**config.mk**
```make
export PLATFORM = sky130hd
export DESIGN_NAME = fpctl_reg
export DESIGN_NICKNAME = d
export VERILOG_FILES = /design/src/rtl/fpctl_pkg.sv /design/src/rtl/fpctl_field_mask.sv /design/src/rtl/fpctl_summary.sv /design/src/rtl/fpctl_store.sv /design/src/rtl/fpctl_reg.sv
export SDC_FILE = /design/constraint.sdc
export NUM_CORES = 1
export LEC_CHECK = 0
export ABC_AREA = 1
export BUFFER_PORTS_ARGS = -buffer_cell sky130_fd_sc_hd__buf_4
export CAP_MARGIN = 20
export CORE_MARGIN = 2
export CORE_UTILIZATION = 32
export DETAILED_ROUTE_END_ITERATION = 10
export PLACE_DENSITY_LB_ADDON = 0.3
export REMOVE_ABC_BUFFERS = 1
export SETUP_SLACK_MARGIN = 0.05
export SLEW_MARGIN = 20
export SYNTH_ARGS = -nofsm -noshare
export SYNTH_HDL_FRONTEND = slang
export SYNTH_SLANG_ARGS = --single-unit
```
**constraint.sdc**
```tcl
create_clock -name clk -period 0.8 [get_ports clk]
set_input_delay 0.08 -clock clk [delete_from_list [all_inputs] [get_ports clk]]
set_output_delay 0.08 -clock clk [all_outputs]
set_load 0.1 [all_outputs]
```
**src/rtl/fpctl_pkg.sv**
```systemverilog
package fpctl_pkg;

  localparam int CTL_W = 64;

  typedef logic [CTL_W-1:0] ctl_word_t;

  // Contiguous ones from bit lo up to bit hi inclusive.
  function automatic ctl_word_t span_mask(input int hi, input int lo);
    ctl_word_t m;
    m = '0;
    for (int i = 0; i < CTL_W; i++) begin
      if (i >= lo && i <= hi) m[i] = 1'b1;
    end
    return m;
  endfunction

  // Reduction over a field: any bit set inside [hi:lo].
  function automatic logic any_in_span(input ctl_word_t w, input int hi, input int lo);
    return |(w & span_mask(hi, lo));
  endfunction

  // Place the summary flag at bit pos of a word whose bit pos is already clear.
  function automatic ctl_word_t with_flag(input ctl_word_t w, input int pos, input logic f);
    ctl_word_t r;
    r = w;
    r[pos] = f;
    return r;
  endfunction

endpackage

```
**src/rtl/fpctl_field_mask.sv**
```systemverilog
module fpctl_field_mask
  import fpctl_pkg::*;
#(
  parameter int KEEP_HI = 62,
  parameter int KEEP_LO = 47
) (
  input  ctl_word_t raw_i,
  output ctl_word_t kept_o
);

  // Per-bit keep decision, chosen at elaboration.
  for (genvar b = 0; b < CTL_W; b++) begin : g_bit
    if (b >= KEEP_LO && b <= KEEP_HI) begin : g_keep
      assign kept_o[b] = raw_i[b];
    end else begin : g_drop
      assign kept_o[b] = 1'b0;
    end
  end

endmodule

```
**src/rtl/fpctl_summary.sv**
```systemverilog
module fpctl_summary
  import fpctl_pkg::*;
#(
  parameter int STAT_HI = 57,
  parameter int STAT_LO = 52,
  parameter int SUM_BIT = 63
) (
  input  ctl_word_t kept_i,
  output logic      status_hit_o,
  output ctl_word_t word_o
);

  assign status_hit_o = any_in_span(kept_i, STAT_HI, STAT_LO);
  assign word_o       = with_flag(kept_i, SUM_BIT, status_hit_o);

endmodule

```
**src/rtl/fpctl_store.sv**
```systemverilog
module fpctl_store
  import fpctl_pkg::*;
(
  input  logic      clk,
  input  logic      rst,
  input  logic      load_i,
  input  ctl_word_t d_i,
  output ctl_word_t q_o
);

  ctl_word_t q_r;

  always_ff @(posedge clk) begin
    if (rst)         q_r <= '0;
    else if (load_i) q_r <= d_i;
  end

  assign q_o = q_r;

endmodule

```
**src/rtl/fpctl_reg.sv**
```systemverilog
module fpctl_reg
  import fpctl_pkg::*;
#(
  parameter int KEEP_HI = 62,
  parameter int KEEP_LO = 47,
  parameter int STAT_HI = 57,
  parameter int STAT_LO = 52,
  parameter int SUM_BIT = 63
) (
  input  logic        clk,
  input  logic        rst,
  input  logic        wr_en,
  input  logic [63:0] wr_data,
  output logic [63:0] rd_data
);

  localparam ctl_word_t LIVE_MASK = span_mask(KEEP_HI, KEEP_LO) | span_mask(SUM_BIT, SUM_BIT);

  // Named internal events, exposed for the assertions.
  ctl_word_t kept_w;
  logic      status_hit_w;
  ctl_word_t next_word_w;
  logic      load_w;

  assign load_w = wr_en;

  fpctl_field_mask #(.KEEP_HI(KEEP_HI), .KEEP_LO(KEEP_LO)) u_mask (
    .raw_i  (wr_data),
    .kept_o (kept_w)
  );

  fpctl_summary #(.STAT_HI(STAT_HI), .STAT_LO(STAT_LO), .SUM_BIT(SUM_BIT)) u_sum (
    .kept_i       (kept_w),
    .status_hit_o (status_hit_w),
    .word_o       (next_word_w)
  );

  fpctl_store u_store (
    .clk    (clk),
    .rst    (rst),
    .load_i (load_w),
    .d_i    (next_word_w),
    .q_o    (rd_data)
  );

  AST_RESET_CLEARS: assert property (@(posedge clk) rst |=> rd_data == '0);
  AST_DEAD_BITS_ZERO: assert property (@(posedge clk) disable iff (rst)
    (rd_data & ~LIVE_MASK) == '0);
  AST_SUMMARY_TRACKS: assert property (@(posedge clk) disable iff (rst)
    rd_data[SUM_BIT] == any_in_span(rd_data, STAT_HI, STAT_LO));
  AST_WRITE_LANDS: assert property (@(posedge clk) disable iff (rst)
    wr_en |=> rd_data == $past(next_word_w));
  AST_IDLE_HOLDS: assert property (@(posedge clk) disable iff (rst)
    !wr_en |=> $stable(rd_data));
  AST_NO_SUMMARY_FROM_SIGN: assert property (@(posedge clk) disable iff (rst)
    (wr_en && !status_hit_w) |=> !rd_data[SUM_BIT]);

endmodule

```
==> flow_metrics.env <==
export IMPL_dpl_cell_area_mm2=0.001115
export IMPL_clock_latency_ns=0.28
export IMPL_synthCells=127
export IMPL_port_buffers=35
export IMPL_outcome="finished, violations left"
export IMPL_path_cells="buf_12"
export IMPL_wl_um=1884
export IMPL_synth_common_cells="buf_4 (47), nor2_1 (24), dfxtp_1 (17), nor2_2 (11), o21ai_1 (9)"
export IMPL_synth_simple_area_share_pct=17.15
export IMPL_start_util_pct=33.69
export IMPL_hold_viol_final=0
export IMPL_n_antenna_cell=0
export IMPL_vias=738
export IMPL_drc=0
export IMPL_htree_num_levels=1
export IMPL_clk_pin_slew_ns=0.10
export IMPL_critPathLaunchType="register"
export IMPL_maxCapViolCount=0
export IMPL_timing_final_crit_period_ns=0.9083
export IMPL_synth_compound_area_share_pct=8.637
export IMPL_pre_cts_ws_ns=0.05514
export IMPL_antenna_found_initial=0
export IMPL_synthMuxAreaShare_pct=0
export IMPL_num_fill_cells=335
export IMPL_clock_skew_ns=0
export IMPL_p_switching_mw=1.831
export IMPL_ir_drop_uv=903.6
export IMPL_syn_to_final_growth_pct=35.89
export IMPL_finalCritPeriodShare_pct=113.5
export IMPL_drtPass1Iterations=2
export IMPL_grt_usage_pct=9.904
export IMPL_synth_top_cell_area_share_pct=34.31
export IMPL_synth_seq_area_share_pct=33.09
export IMPL_power_total_mw=3.265
export IMPL_ys_flop_type="dfxtp_1"
export IMPL_cts_tree="built"
export IMPL_die_w_um=60.69
export IMPL_slowest_stage="dfxtp_2"
export IMPL_worstPathMaxFanout=2
export IMPL_cts_sinks=17
export IMPL_nNetsFinal=231
export IMPL_path_buf_inv=1
export IMPL_cts_buffer_depth=2
export IMPL_crit_arrival_ns=0.83
export IMPL_numCtsBuffers=3
export IMPL_post_cts_buffers=0
export IMPL_yosys_warnings=0
export IMPL_synth_distinct_cells=16
export IMPL_initialDrtViolationCount=17
export IMPL_p_leak_nw=0.6662
export IMPL_synth_top_family_by_area="buffers and inverters"
export IMPL_largest_reg_flops=17
export IMPL_synth_largest_area_cell="buf_4"
export IMPL_synthArstFlopShare_pct=0
export IMPL_drt_vias_per_instance=3.565
export IMPL_synthXorXnorAreaFrac_pct=0
export IMPL_p_clk_share_pct=13.9
export IMPL_synth_fa_ha_area_share_pct=0
export IMPL_place_detailed_hpwl_um=1393
export IMPL_die_h_um=60.69
export IMPL_setup_violations=17
export IMPL_worst_ep_required_time_ns=0.72
export IMPL_avgSynthCellArea_um2=8.098
export IMPL_crit_family="flip-flops"
export IMPL_worst_setup_path_type="reg2out"
export IMPL_ant_nets=0
export IMPL_synth_edf_count=0
export IMPL_syn_area_mm2=0.001028
export IMPL_switching_share_pct=56.08
export IMPL_final_cells=207
export IMPL_hold_class="in2reg"
export IMPL_gr_total_overflow=0
export IMPL_grt_pass1_vias=603
export IMPL_violations="negative setup slack"
export IMPL_rows=20
export IMPL_wire_per_inst_um=9.101
export IMPL_seqPwrFrac_pct=29.9
export IMPL_fin_area_mm2=0.001398
export IMPL_grt_first_pass_wirelength_um=2677
export IMPL_synthTopCellsByArea="buf_4 (34%), dfxtp_1 (33%), nor2_1 (8.8%)"
export IMPL_maxSlewViolCount=0
export IMPL_coreArea_mm2=0.003053
export IMPL_root_buffer="clkbuf_4"
export IMPL_internal_power_mw=1.434
export IMPL_p_comb_share_pct=56.2
export IMPL_fin_ws_ns=-0.1083
export IMPL_cellPowerDensity_mw_per_mm2=2336
export IMPL_die_area_mm2=0.003683
export IMPL_gp_congestion=0.6140
export IMPL_max_freq_mhz=1101
export IMPL_boundaryPins=131
export IMPL_finalCoreUtilization_pct=45.78
export IMPL_grt_max_degree=20
export IMPL_cp_end_kind="output pin"
export IMPL_dp_cells=201
export IMPL_rsz0062_at_grt="true"
export IMPL_synth_most_common_cell="buf_4"
export IMPL_critPathMaxStageDelay_ns=0.37
export IMPL_ys_ff_latch=17
export IMPL_drive_gt1_share_pct=42.94
-- cell type report --
type	instances	area, um^2	area share [%]
well taps	44	55.05	3.939
multi-input cells	103	441.7	31.60
repair buffers	37	495.5	35.45
inverters	2	15.01	1.074
flip-flops and latches	17	364.1	26.05
clock buffers	4	26.28	1.880
-- stage by stage --
stage,hold slack (ns),TNS (ns)
2_1_floorplan,0.1424,-10.59
3_3_place_gp,0.2518,0
3_5_place_dp,0.2545,0
4_1_cts,0.003146,-2.027
5_1_grt,0.01194,-2.313
6_report,0.01399,-1.736
-- layer usage --
layer / up-vias / global-route usage [%] / share of wire (%)
li1: 371 / - / -
met1: 328 / 11.04 / 40
met2: 39 / 18.13 / 52
met3: 0 / 4.264 / 7.6
met4: 0 / 0.9317 / 0
met5: - / 0 / 0
-- worst register-to-register path: stages (launching register included) --
cell,delay (ns)
dfxtp_2,0.35
o21ai_0,0.15
nor2_1,0.06
-- final timing paths --
path | startpoint | to | slack, ns | cells after the start
max | u_store.q_o[60]$_SDFFE_PP0P_ | rd_data[60] | -0.11 | 1
min reg2reg | u_store.q_o[52]$_SDFFE_PP0P_ | u_store.q_o[52]$_SDFFE_PP0P_ | 0.50 | 2
max reg2reg | u_store.q_o[63]$_SDFFE_PP0P_ | u_store.q_o[63]$_SDFFE_PP0P_ | 0.13 | 2
min | wr_data[50] | u_store.q_o[50]$_SDFFE_PP0P_ | 0.01 | 3
-- cells in the final DEF (no fill, tap or decap) --
master / count
dfxtp_2: 16
buf_12: 17
dfxtp_4: 1
conb_1: 47
nor2_2: 11
nand2_2: 1
clkbuf_1: 1
inv_8: 1
a21oi_2: 1
nor2_1: 24
inv_2: 1
buf_4: 18
clkbuf_4: 3
dlygate4sd3_1: 2
nand2_1: 3
o21ai_0: 7
o21ai_1: 9
-- power by group through the flow --
stage / clock (mW) / combinational [mW] / sequential, mW
final: 0.453 / 1.83 / 0.978
after global routing: 0.503 / 1.89 / 0.985
after CTS: 0.487 / 1.84 / 0.979
after detailed placement: 0 / 1.68 / 0.954
after global placement: 0 / 1.67 / 0.951
after floorplan: 0 / 1.05 / 1.37
-- cells by family after synthesis --
kind of cell           after synthesis
AOI/OAI and AO/OA                   17
buffers and inverters               53
DFF                                 17
other                                1
and+or+nand+nor                     39
-- timing repair --
action,CTS,global route
hold buffers,2,0
endpoints found under the setup margin,17,17
resized for setup,68,1
endpoints found under the hold margin,2,0
Note: power is estimated with default switching activity, not from simulation.
